==> src/rtl/lp_entry_seq.sv <==
module lp_entry_seq #(
  parameter int unsigned NUM_IF = 4,
  parameter logic [NUM_IF-1:0] IF_MASK = 4'b1011
) (
  input  logic              clk,
  input  logic              rst_n,
  input  logic              core_wait_en,
  input  logic              core_doze,
  input  logic              core_nap,
  input  logic              core_sleep,
  input  logic              csr_wr,
  input  logic              csr_doze_wdata,
  input  logic              csr_sleep_wdata,
  output logic              csr_doze,
  output logic              csr_sleep,
  output logic [2:0]        mode,
  output logic              halt_req,
  input  logic              halted_ack,
  output logic              stop_req,
  input  logic              stopped_ack,
  output logic [NUM_IF-1:0] if_stop_req,
  input  logic [NUM_IF-1:0] if_stop_ack,
  input  logic              wake,
  output logic              asleep,
  output logic              ready,
  output logic              clk_en_main
);
  localparam logic [2:0] S_IDLE = 3'd0, S_HWAIT = 3'd1, S_SWAIT = 3'd2,
                         S_IFWAIT = 3'd3, S_DOZED = 3'd4, S_NAPPED = 3'd5,
                         S_ASLEEP = 3'd6;
  localparam logic [1:0] T_DOZE = 2'd1, T_NAP = 2'd2, T_SLEEP = 2'd3;

  logic [2:0] state, state_n;
  logic [1:0] target, target_n;
  logic       want_doze, want_nap, want_sleep, if_all_ack;

  assign want_sleep = (core_wait_en & core_sleep) | csr_sleep;
  assign want_nap   = core_wait_en & core_nap;
  assign want_doze  = (core_wait_en & core_doze) | csr_doze;
  assign if_all_ack = &(if_stop_ack | ~IF_MASK);

  always_comb begin
    state_n  = state;
    target_n = target;
    unique case (state)
      S_IDLE: begin
        if (want_sleep) begin
          state_n = S_HWAIT; target_n = T_SLEEP;
        end else if (want_nap) begin
          state_n = S_HWAIT; target_n = T_NAP;
        end else if (want_doze) begin
          state_n = S_HWAIT; target_n = T_DOZE;
        end
      end
      S_HWAIT:  if (halted_ack) state_n = (target == T_DOZE) ? S_DOZED : S_SWAIT;
      S_SWAIT:  if (stopped_ack) state_n = (target == T_NAP) ? S_NAPPED : S_IFWAIT;
      S_IFWAIT: if (if_all_ack) state_n = S_ASLEEP;
      default:  ;
    endcase
    if (wake) begin
      state_n  = S_IDLE;
      target_n = 2'd0;
    end
  end

  always_ff @(posedge clk or negedge rst_n) begin
    if (!rst_n) begin
      state     <= S_IDLE;
      target    <= 2'd0;
      csr_doze  <= 1'b0;
      csr_sleep <= 1'b0;
    end else begin
      state  <= state_n;
      target <= target_n;
      if (wake) begin
        csr_doze  <= 1'b0;
        csr_sleep <= 1'b0;
      end else if (csr_wr && state == S_IDLE) begin
        csr_doze  <= csr_doze_wdata;
        csr_sleep <= csr_sleep_wdata;
      end
    end
  end

  assign mode        = state;
  assign halt_req    = state != S_IDLE;
  assign stop_req    = state inside {S_SWAIT, S_IFWAIT, S_NAPPED, S_ASLEEP};
  assign if_stop_req = (target == T_SLEEP && state inside {S_SWAIT, S_IFWAIT, S_ASLEEP})
                       ? IF_MASK : '0;
  assign asleep      = state == S_ASLEEP;
  assign ready       = ~asleep;
  assign clk_en_main = ~asleep;
endmodule

==> config.mk <==
export PLATFORM = sky130hd
export DESIGN_NAME = lp_entry_seq
export DESIGN_NICKNAME = d
export VERILOG_FILES = /design/src/rtl/lp_entry_seq.sv
export SDC_FILE = /design/constraint.sdc
export NUM_CORES = 1
export LEC_CHECK = 0
export BUFFER_PORTS_ARGS = -buffer_cell sky130_fd_sc_hd__buf_2
export CORE_AREA = 2 2 40 42
export DETAILED_ROUTE_END_ITERATION = 6
export DIE_AREA = 0 0 42 44
export PLACE_DENSITY = 0.72
export SKIP_CTS_REPAIR_TIMING = 1
export SYNTH_ARGS = -nofsm -noshare
export SYNTH_HDL_FRONTEND = slang
export SYNTH_SLANG_ARGS = --single-unit
==> constraint.sdc <==
create_clock -name clk -period 1.3 [get_ports clk]
set_input_delay 0.065 -clock clk [delete_from_list [all_inputs] [get_ports clk]]
set_output_delay 0.065 -clock clk [all_outputs]
set_load 0.01 [all_outputs]
# --- Word-level counts from Yosys, hierarchy flattened ---
# Cells that the tools add are included.
totals:
  output_inout_bits: 14
  ff_bits: 7
  word_cells: 55
classes:
  mux: 20
  n_reduce_logical: 13
  eq_ne: 12
  bitwise_logic: 6
op_table:
  columns: ["op", "n"]
  rows:
  - ["2-to-1 mux 3 bit", 9]
  - ["case mux 3 bit (4 select lines)", 1]
  - ["2-to-1 mux 2 bit", 5]
  - ["inequality test 3 bit, second input constant", 3]
  - ["nonzero test 4 bit", 2]
  - ["== test 3 x 2 -> 1 bit, second input constant", 2]
  - ["== test 3 bit, second input constant", 2]
  - ["nonzero test 3 bit", 2]
  - ["inequality test 5 bit, second input constant", 1]
  - ["AND reduction 5 bit", 1]
  - ["nonzero test 5 bit", 1]
  - ["== test 2 bit, second input constant", 2]
  - ["2-to-1 mux 1 bit", 4]
  - ["2-to-1 mux 4 bit", 1]
  - ["nonzero test 2 bit", 2]
  - ["AND 1 bit", 3]
  - ["== test 3 x 1 -> 1 bit, second input constant", 1]
  - ["logical NOT 3 bit", 1]
  - ["AND reduction 3 bit", 1]
  - ["== test 2 x 1 -> 1 bit, second input constant", 1]
  - ["logical AND 1 bit", 2]
  - ["OR 1 bit", 2]
  - ["AND reduction 2 bit", 1]
  - ["inverter 1 bit", 1]

# --- Longest topological paths before layout ---
# Gate-level depths: netlist of the first run.
depth:
  word_depth: 7
  mapped_depth: 6
  mapped_depth_nobuf: 5

# --- Worst setup path before layout of the first run ---
# No wires, ideal clock.
synth_timing:
  path_kind: "register to register"
  startpoint: "register state[1], in the netlist mode[1]"
  endpoint: "register target[0]"
  path_buffers: 1
  stages_incl_launch_ff: 7
  path_slack_ps: 23
  arrival_ps: 1211
  period_less_slack_ps: 1277
  setup_ps: 65
  path_cell_list: "dfrtp_1 -> buf_4 -> nor3_4 -> inv_2 -> nor3_1 -> o31ai_1 -> nand2_1"
synth_via:
  elab_chain_cells: 3
synth_lines:
  columns: ["item", "line_no", "text"]
  rows:
  - ["from (decl)", "33", "logic [2:0] state, state_n;"]
  - ["from (signal assigned)", "73", "state <= state_n;"]
  - ["logical NOT 3 bit", "45", "unique case (state)"]
  - ["nonzero test 2 bit (no source line)", null, null]
  - ["AND reduction 2 bit (no source line)", null, null]
  - ["to (signal assigned)", "74", "target <= target_n;"]
  - ["to (decl)", "34", "logic [1:0] target, target_n;"]
# Every way passes these cells.
# A chain may end at the register's enable or synchronous reset.

# --- Worst setup path after layout of the first run ---
layout_timing:
  startpoint: "register state[1], in the netlist mode[1]"
  endpoint: "output port if_stop_req[3]"
layout_via:
  elab_chain_cells: 4
  word_cells_on_any_way: 6
  classes_between: "eq/ne: 3; mux: 1; reduce/logical: 2"
layout_lines:
  columns: ["item", "line_no", "text"]
  rows:
  - ["== test 3 x 2 -> 1 bit / == test 3 bit (equally long branches)", "88", "assign if_stop_req = (target == T_SLEEP && state inside {S_SWAIT, S_IFWAIT, S_ASLEEP})"]
  - ["nonzero test 3 bit (*)", "88", null]
  - ["logical AND 1 bit (*)", "88", null]
  - ["2-to-1 mux 4 bit (*)", "89", "? IF_MASK : '0;"]
  - ["to (decl)", "21", "output logic [NUM_IF-1:0] if_stop_req,"]
# Mark *: on every way between the ends. The rest lies on a longest branch, timed or not.

==> qor.yml, run 1 <==
placement:
  place_ws_ps: 78.6
  place_area_sq_um: 688
  io_buffers: 27
  place.gp.congestion: 0.770
  dp_hpwl_um: 987
clock_network:
  cts_made_buffers: 3
  clkSlewWorstSetupHoldPaths_ps: 60
  cts_root_buf: "clkbuf_4"
  clockBufferDepth: 2
  clkLatencyLatePin_ps: 250
  clock_sinks: 7
  cts_tree: "done"
  cts-htree-levels: 1
detailed_routing:
  wl_met2_um: 699
  drc: 0
  routed_wl_um: 1330
  ant_nets: 0
  drtIter0Drc: 7
  wl_met1_um: 524
  wl_per_cell_um: 12.1
  highest_layer: "met3"
  wl_met3_um: 102
  vias_per_cell: 5.15
  drt-pass1-iter-count: 4
  vias: 567
synth:
  synth_edf_count: 0
  ys.flop_type: "dfrtp_1"
  seq_area_frac_synth_pct: 31.3
  synth_compound_area_share_pct: 19.6
  synth_top_family_by_area: "simple AND/OR/NAND/NOR gates"
  ys_types: 30
  synth_area_per_cell_sq_um: 8.90
  syn_area_sq_um: 561
  syn_inst: 63
  ys_async_sr_fraction_pct: 100
  synthSimpleGateAreaFrac_pct: 33.3
  synth-seq-cells: 7
  syn-num-nets: 79
  synthAdderAreaFrac_pct: 0
  yosys_warnings: 0
  synthMuxAreaShare_pct: 0
  synth-xor-area-share_pct: 1.56
timing:
  fin_setup_tns_ps: 0
  final.period_utilization_pct: 96.6
  postLayoutSetupSlackWorst_ps: 44.7
  finalHoldViolCount: 0
  period_needed_ps: 1260
  fmax_ghz: 0.797
  holdWs_ps: 55.0
  rsz0062_at_grt: "true"
  clock_skew_ps: 4.73
  setup_viol: 0
  final_max_slew_viol_count: 0
cells_and_area:
  areaGrowthSynthToFinish_pct: 32.6
  multiInputGateArea_sq_um: 312
  nets: 111
  final.fill_count: 148
  seq_area_sq_um: 179
  design_area_sq_um: 743
  diodes: 0
  layout-drive-gt1-share_pct: 48.9
critical_path:
  end_kind: "output pin"
  arrival_ps: 1190
  path_cells: "buf_4, and4_1, buf_2"
  slowest_delay_ps: 420
  crit_fanout: 8
  required_ps: 1240
  crit_slowest_cell: "dfrtp_2"
  criticalPathCategory: "reg2out"
  start_kind: "flip-flop"
global_routing:
  overflow: 0
  first_global_vias: 509
  grt_pass1_wl_um: 2040
  antenna_found_initial: 0
  groute.usage.overall_pct: 14.7
  grt_max_degree: 12
run:
  maxCapViolCount: 0
die:
  die_y_um: 44
  die_area_sq_um: 1850
  placementRows: 14
  ios: 30
  core_area_sq_um: 1420
  die_w_um: 42
  start_util_pct: 39.5
power_and_ir_drop:
  cellLeakagePower_nw: 0.374
  vdd_drop_max_mv: 0.619
  power_density_nw_per_um2: 1070
worst_hold_path:
  hp-class: "in2reg"
run_status:
  status: "complete, no violations"
[registers in the layout, summed over array words and instances (netlist names)]
name and flops:
mode 3, target 2, csr_doze 1, csr_sleep 1
[per-stage QoR]
stage	std cells	utilization, %	total power [mW]
after floorplan	63	-	0.483
after global placement	103	48.5	0.575
after detailed placement	103	48.5	0.583
after CTS	107	50.4	0.786
after global routing	110	52.4	0.858
final	110	52.4	0.798
[worst paths after layout]
path,startpoint,endpoint,slack [ps],depth (start not counted)
worst max-delay path,mode[1]$_DFFE_PN0P_,if_stop_req[3],40,3
worst min-delay path,core_sleep,target[0]$_DFFE_PN0P_,50,3
worst max register to register,csr_sleep$_DFFE_PN0P_,mode[0]$_DFFE_PN0P_,70,3
worst min register to register,target[1]$_DFFE_PN0P_,target[1]$_DFFE_PN0P_,580,2
max in group asynchronous,rst_n,mode[2]$_DFFE_PN0P_,940,2
min in group asynchronous,rst_n,target[0]$_DFFE_PN0P_,180,2
[critical path, delay by kind of cell, from the launching register on]
family	cells	cell delay, ps
AND/OR/NAND/NOR	1	200
buffers and inverters	2	320
flip-flops	1	420
[report_power, final]
part	internal (mW)	switching, mW
Sequential	0.248	0.0428
Combinational	0.156	0.150
Clock	0.117	0.0834
Total	0.522	0.276
[layout by cell type (no fill, tap or decap), types with 2 or more instances in the layout]
| cell | Yosys | final |
|---|---|---|
| buf_2 | 0 | 27 |
| buf_4 | 5 | 6 |
| a21oi_1 | 5 | 5 |
| nor3_1 | 5 | 5 |
| nand2_1 | 5 | 4 |
| dfrtp_1 | 7 | 4 |
| nor2_1 | 3 | 3 |
| o21ai_0 | 3 | 3 |
| clkbuf_4 | 0 | 3 |
| dfrtp_2 | 0 | 3 |
| nand3b_1 | 2 | 2 |
| inv_1 | 2 | 2 |
| nand3_1 | 2 | 2 |
| nand2b_1 | 2 | 2 |
| nand4_1 | 2 | 2 |
| nor2b_1 | 2 | 2 |
[cells by family (layout without fill, tap and decap cells)]
group	Yosys count	in the layout
AOI/OAI and AO/OA	15	15
xor gates and xnor gates	1	1
buffers and inverters	11	42
DFF	7	7
other	1	1
and+or+nand+nor	28	28
[cells in the mapped netlist (all sizes together), types with 2 or more instances]
| library cell | number | area share (%) |
|---|---|---|
| a21oi | 5 | 4.5 |
| buf | 7 | 11 |
| dfrtp | 7 | 31 |
| inv | 3 | 2.0 |
| nand2 | 5 | 3.3 |
| nand2b | 2 | 2.2 |
| nand3 | 2 | 1.8 |
| nand3b | 2 | 2.7 |
| nand4 | 2 | 2.2 |
| nor2 | 3 | 2.0 |
| nor2b | 2 | 2.2 |
| nor3 | 6 | 7.4 |
| o21ai | 4 | 3.6 |
[cell type report]
type,count,area share (%)
Tap cell,16,2.69
Timing Repair Buffer,35,26.3
Multi-Input combinational cell,45,41.9
Inverter,3,1.52
Clock buffer,4,3.54
Sequential cell,7,24.1
[routing by layer]
metal | global-route usage [%] | vias to the layer above
met1 | 15.9 | 262
li1 | - | 282
met4 | 3.87 | 0
met5 | 0 | -
met3 | 5.83 | 0
met2 | 26.9 | 23
Power figures use the tool's default switching activity.
==> run 2: changes to the inputs <==
==> constraint.sdc (replaced) <==
create_clock -name clk -period 1.3 [get_ports clk]
set_input_delay 0 -clock clk [delete_from_list [all_inputs] [get_ports clk]]
set_output_delay 0 -clock clk [all_outputs]
set_load 0.01 [all_outputs]
==> run 2 against run 1 <==
  * Non-clock buffer count down 3
  * Via count is 4.2% lower
  * Worst hold slack worse by 55 ps
  * Highest routed layer is now met4
==> qor.yml, run 2 (synthesis results as in run 1) <==
run_status:
  status: "complete, no violations"  # unchanged
detailed_routing:
  vias_per_cell: 5.07  # was 5.15
  wl_per_cell_um: 12.0  # was 12.1 um
  routed_wl_um: 1280  # was 1330 um
  vias: 543  # was 567
  ant_nets: 0  # unchanged
  drtIter0Drc: 3  # was 7
  drt-pass1-iter-count: 4  # unchanged
  drc: 0  # unchanged
timing:
  final_max_slew_viol_count: 0  # unchanged
  fmax_ghz: 0.808  # was 0.797 GHz
  setup_viol: 0  # unchanged
  final.period_utilization_pct: 95.2  # was 96.6%
  finalHoldViolCount: 0  # unchanged
  period_needed_ps: 1240  # was 1260 ps
  clock_skew_ps: 0.931  # was 4.73 ps
clock_network:
  clock_sinks: 7  # unchanged
  clockBufferDepth: 2  # unchanged
  cts-htree-levels: 1  # unchanged
  clkSlewWorstSetupHoldPaths_ps: 60  # about the same
  cts_root_buf: "clkbuf_4"  # unchanged
  cts_tree: "done"  # unchanged
  clkLatencyLatePin_ps: 260  # was 250 ps
  cts_made_buffers: 3  # unchanged
critical_path:
  crit_start: "mode[2]$_DFFE_PN0P_"  # was mode[1]$_DFFE_PN0P_
  crit_fanout: 9  # was 8
  start_kind: "flip-flop"  # unchanged
  criticalPathCategory: "reg2out"  # unchanged
  required_ps: 1300  # was 1240 ps
  end_kind: "output pin"  # unchanged
  arrival_ps: 1240  # was 1190 ps
  timing.rr.start: "csr_doze$_DFFE_PN0P_"  # was csr_sleep$_DFFE_PN0P_
cells_and_area:
  nets: 108  # was 111
  layout_common_cells: "buf_2, nand2_1, a21oi_1"  # was buf_2, buf_4, a21oi_1, nor3_1
  diodes: 0  # unchanged
  largest_register_ffs: 3  # unchanged
  multiInputGateArea_sq_um: 319  # was 312 sq um
  areaGrowthSynthToFinish_pct: 30.4  # was 32.6%
  seq_area_sq_um: 179  # unchanged
  final.fill_count: 146  # was 148
  layout-drive-gt1-share_pct: 48.4  # was 48.9%
  final_common_cell: "buf_2"  # unchanged
  fin_cells: 107  # was 110
placement:
  place.gp.congestion: 0.753  # was 0.770
  io_buffers: 27  # unchanged
  numPlacedInstances: 102  # was 103
  dp_hpwl_um: 980  # was 987 um
global_routing:
  antenna_found_initial: 0  # unchanged
  first_global_vias: 507  # was 509
  overflow: 0  # unchanged
  groute.usage.overall_pct: 15.5  # was 14.7%
  grt_max_degree: 12  # unchanged
  grt_pass1_wl_um: 2080  # was 2040 um
power_and_ir_drop:
  cellLeakagePower_nw: 0.359  # was 0.374 nW
  power_density_nw_per_um2: 1090  # was 1070 nW/um^2
  finalPower_mw: 0.795  # was 0.798 mW
  vdd_drop_max_mv: 0.564  # was 0.619 mV
die:
  ios: 30  # unchanged
  core_area_sq_um: 1420  # unchanged
  start_util_pct: 39.5  # unchanged
  die_w_um: 42  # unchanged
  die_y_um: 44  # unchanged
  die_area_sq_um: 1850  # unchanged
  placementRows: 14  # unchanged
worst_hold_path:
  hp-class: "in2reg"  # unchanged
  hold_start: "csr_sleep_wdata"  # was core_sleep
run:
  maxCapViolCount: 0  # unchanged
run 2: cell types whose count changed in the layout (fill, tap and decap cells not counted), sizes merged:
| cell | before | now |
|---|---|---|
| buf | 33 | 31 |
| clkbuf | 5 | 4 |
run 2: path summary, 6_finish.rpt:
| kind | slack (ps) | to | depth (start not counted) |
|---|---|---|---|
| min reg2reg | 590 | target[1]$_DFFE_PN0P_ | 2 |
| max | 60 | if_stop_req[3] | 3 |
| max reg2reg | 70 | mode[0]$_DFFE_PN0P_ | 3 |
| min in group asynchronous | 100 | mode[2]$_DFFE_PN0P_ | 2 |
| min | 0.4 | csr_sleep$_DFFE_PN0P_ | 3 |
| max in group asynchronous | 1020 | mode[0]$_DFFE_PN0P_ | 2 |
run 2: worst max-delay path, cell delays in order (launching register included):
cell and delay (ps):
dfrtp_2 480, nand2_1 130, and4_1 230, buf_2 140
run 2: routing by layer:
metal | track usage, % | wire length (um) | vias up
met5 | 0 | 0 | -
met4 | 7.74 | 21 | 0
li1 | - | - | 277
met2 | 27.5 | 625 | 24
met1 | 17.2 | 533 | 239
met3 | 4.17 | 98 | 3
run 2: layout make-up:
class | count | share of cell area, %
multi-input combinational | 45 | 43.7
timing repair buffer | 32 | 24.0
sequential | 7 | 24.5
tap | 16 | 2.74
clock buffer | 4 | 3.60
inverter | 3 | 1.54
run 2: through the flow:
stage | instance area, sq um | setup WS [ps] | hold slack (ps) | setup TNS, ps | utilization (%)
floorplan | 561 | 23.4 | -296 | 0 | -
global placement | 681 | 82.9 | -155 | 0 | 48.0
CTS | 707 | -71.5 | -424 | -212 | 49.8
global route | 731 | -0.737 | 14.9 | -0.737 | 51.5
detailed placement | 681 | 64.9 | -153 | 0 | 48.0
finish | 731 | 61.9 | 0.358 | 0 | 51.5
run 2: report_power, final:
| part | internal (mW) | switching, mW |
|---|---|---|
| Clock | 0.118 | 0.0919 |
| Sequential | 0.248 | 0.0466 |
| Combinational | 0.146 | 0.144 |
| Total | 0.512 | 0.283 |
==> run 3: changes to the inputs <==
CELL_PAD_IN_SITES_DETAIL_PLACEMENT = 0   (was unset)
CELL_PAD_IN_SITES_GLOBAL_PLACEMENT = 2   (was unset)
CORE_AREA = 2 2 53 55   (was 2 2 40 42)
DIE_AREA = 0 0 55 57   (was 0 0 42 44)
PLACE_DENSITY = 0.73   (was 0.72)
==> run 3 against run 2 <==
  * Sequential cell count did not move
  * Final cell count rose by 21%
  * Clock skew barely moved
  * Via count rose by 1.8%
  * Clock-buffer cell count did not move
  * Sequential share of layout area fell by 2.2 points
  * Worst setup slack improved by 14 ps
  * Core utilization fell by 21 points
==> qor.yml, run 3 (synthesis results as in run 1) <==
run_status:
  status: "complete, no violations"  # unchanged
timing:
  final.period_utilization_pct: 94.1  # was 95.2%
  period_needed_ps: 1220  # was 1240 ps
  fmax_ghz: 0.817  # was 0.808 GHz
  rsz0062_at_grt: "false"
  holdWs_ps: 4.81  # was 0.358 ps
  setup_viol: 0  # unchanged
  finalHoldViolCount: 0  # unchanged
  final_max_slew_viol_count: 0  # unchanged
  postLayoutSetupSlackWorst_ps: 76.3  # was 61.9 ps
  fin_setup_tns_ps: 0  # unchanged
  clock_skew_ps: 0.606  # was 0.931 ps
critical_path:
  crit_fanout: 2  # was 9
  criticalPathCategory: "reg2reg"  # was reg2out
  path_cells: "a2111oi_4, buf_4, o21ai_1, a21oi_1"  # was nand2_1, and4_1, buf_2
  end_kind: "flip-flop"  # was output pin
  arrival_ps: 1400  # was 1240 ps
  start_kind: "flip-flop"  # unchanged
  required_ps: 1470  # was 1300 ps
  slowest_delay_ps: 410  # was 480 ps
  crit_slowest_cell: "dfrtp_1"  # was dfrtp_2
detailed_routing:
  routed_wl_um: 1400  # was 1280 um
  drt-pass1-iter-count: 4  # unchanged
  wl_per_cell_um: 10.8  # was 12.0 um
  drtIter0Drc: 8  # was 3
  vias: 553  # was 543
  ant_nets: 0  # unchanged
  drc: 0  # unchanged
  vias_per_cell: 4.25  # was 5.07
cells_and_area:
  layout-drive-gt1-share_pct: 50.5  # was 48.4%
  design_area_sq_um: 805  # was 731 sq um
  layout_common_cells: "buf_2, buf_4, nand2_1, a21oi_1, nor3_1"  # was buf_2, nand2_1, a21oi_1
  final_util_pct: 30.8  # was 51.5%
  final_common_cell: "buf_2"  # unchanged
  seq_area_sq_um: 179  # unchanged
  fin_cells: 130  # was 107
  nets: 116  # was 108
  final.fill_count: 304  # was 146
  multiInputGateArea_sq_um: 312  # was 319 sq um
  diodes: 0  # unchanged
  largest_register_ffs: 3  # unchanged
  areaGrowthSynthToFinish_pct: 43.5  # was 30.4%
global_routing:
  groute.usage.overall_pct: 9.60  # was 15.5%
  grt_pass1_wl_um: 2190  # was 2080 um
  overflow: 0  # unchanged
  grt_max_degree: 12  # unchanged
  first_global_vias: 522  # was 507
  antenna_found_initial: 0  # unchanged
clock_network:
  cts-htree-levels: 1  # unchanged
  cts_tree: "done"  # unchanged
  clockBufferDepth: 2  # unchanged
  cts_root_buf: "clkbuf_4"  # unchanged
  clkSlewWorstSetupHoldPaths_ps: 60  # about the same
  cts_made_buffers: 3  # unchanged
  clkLatencyLatePin_ps: 250  # was 260 ps
  clock_sinks: 7  # unchanged
power_and_ir_drop:
  power_density_nw_per_um2: 1020  # was 1090 nW/um^2
  clock_power_share_pct: 24.8  # was 26.4%
  comb_power_share_pct: 40.0  # was 36.5%
  finalPower_mw: 0.823  # was 0.795 mW
  vdd_drop_max_mv: 0.337  # was 0.564 mV
  power.internal_mw: 0.541  # was 0.512 mW
  cellLeakagePower_nw: 0.400  # was 0.359 nW
  power_switching_mw: 0.282  # was 0.283 mW
  pwr-share-seq_pct: 35.2  # was 37.1%
  p_sw_share_pct: 34.3  # was 35.6%
die:
  ios: 30  # unchanged
  core_area_sq_um: 2620  # was 1420 sq um
  die_y_um: 57  # was 44 um
  die_area_sq_um: 3140  # was 1850 sq um
  placementRows: 19  # was 14
  die_w_um: 55  # was 42 um
  start_util_pct: 21.4  # was 39.5%
placement:
  place_ws_ps: 77.1  # was 64.9 ps
  place.gp.congestion: 0.796  # was 0.753
  place_area_sq_um: 722  # was 681 sq um
  numPlacedInstances: 120  # was 102
  io_buffers: 27  # unchanged
  dp_hpwl_um: 1120  # was 980 um
run:
  maxCapViolCount: 0  # unchanged
worst_hold_path:
  hp-class: "in2reg"  # unchanged
==> run 3: metal layers <==
layer  vias up  global-route usage [%]  share of wire [%]
met5         -                       0                  0
met4         0                    4.18                  0
met3         0                    1.57                6.6
met2        17                    14.6                 48
met1       245                    13.2                 46
li1        291                       -                  -
==> run 3: area by class of cell <==
type / count / area share, %
multi-input cells: 45 / 38.7
repair buffers: 40 / 29.5
flip-flops and latches: 7 / 22.2
well taps: 31 / 4.82
clock buffers: 4 / 3.27
inverters: 3 / 1.40
==> run 3: final timing paths <==
kind                                        from               endpoint  slack [ps]  depth (start not counted)
min in group asynchronous                  rst_n  csr_sleep$_DFFE_PN0P_         110                          2
max in group asynchronous                  rst_n    mode[0]$_DFFE_PN0P_        1010                          2
min                               csr_doze_wdata   csr_doze$_DFFE_PN0P_           5                          3
max                        csr_sleep$_DFFE_PN0P_  target[1]$_DFFE_PN0P_          80                          4
max reg2reg                csr_sleep$_DFFE_PN0P_  target[1]$_DFFE_PN0P_          80                          4
min reg2reg                target[1]$_DFFE_PN0P_  target[1]$_DFFE_PN0P_         610                          2
==> run 3: power by group through the flow <==
stage | combinational [mW] | sequential (mW) | clock [mW]
4_1_cts | 0.301 | 0.291 | 0.219
2_1_floorplan | 0.203 | 0.280 | 0
6_report | 0.329 | 0.290 | 0.204
3_3_place_gp | 0.299 | 0.294 | 0
3_5_place_dp | 0.300 | 0.295 | 0
5_1_grt | 0.366 | 0.296 | 0.230
==> run 3: worst max-delay path, delay by kind of cell, from the launching register on <==
family,cells,cell delay [ps]
compound gates,3,570
buf+inv,1,170
flops,1,410
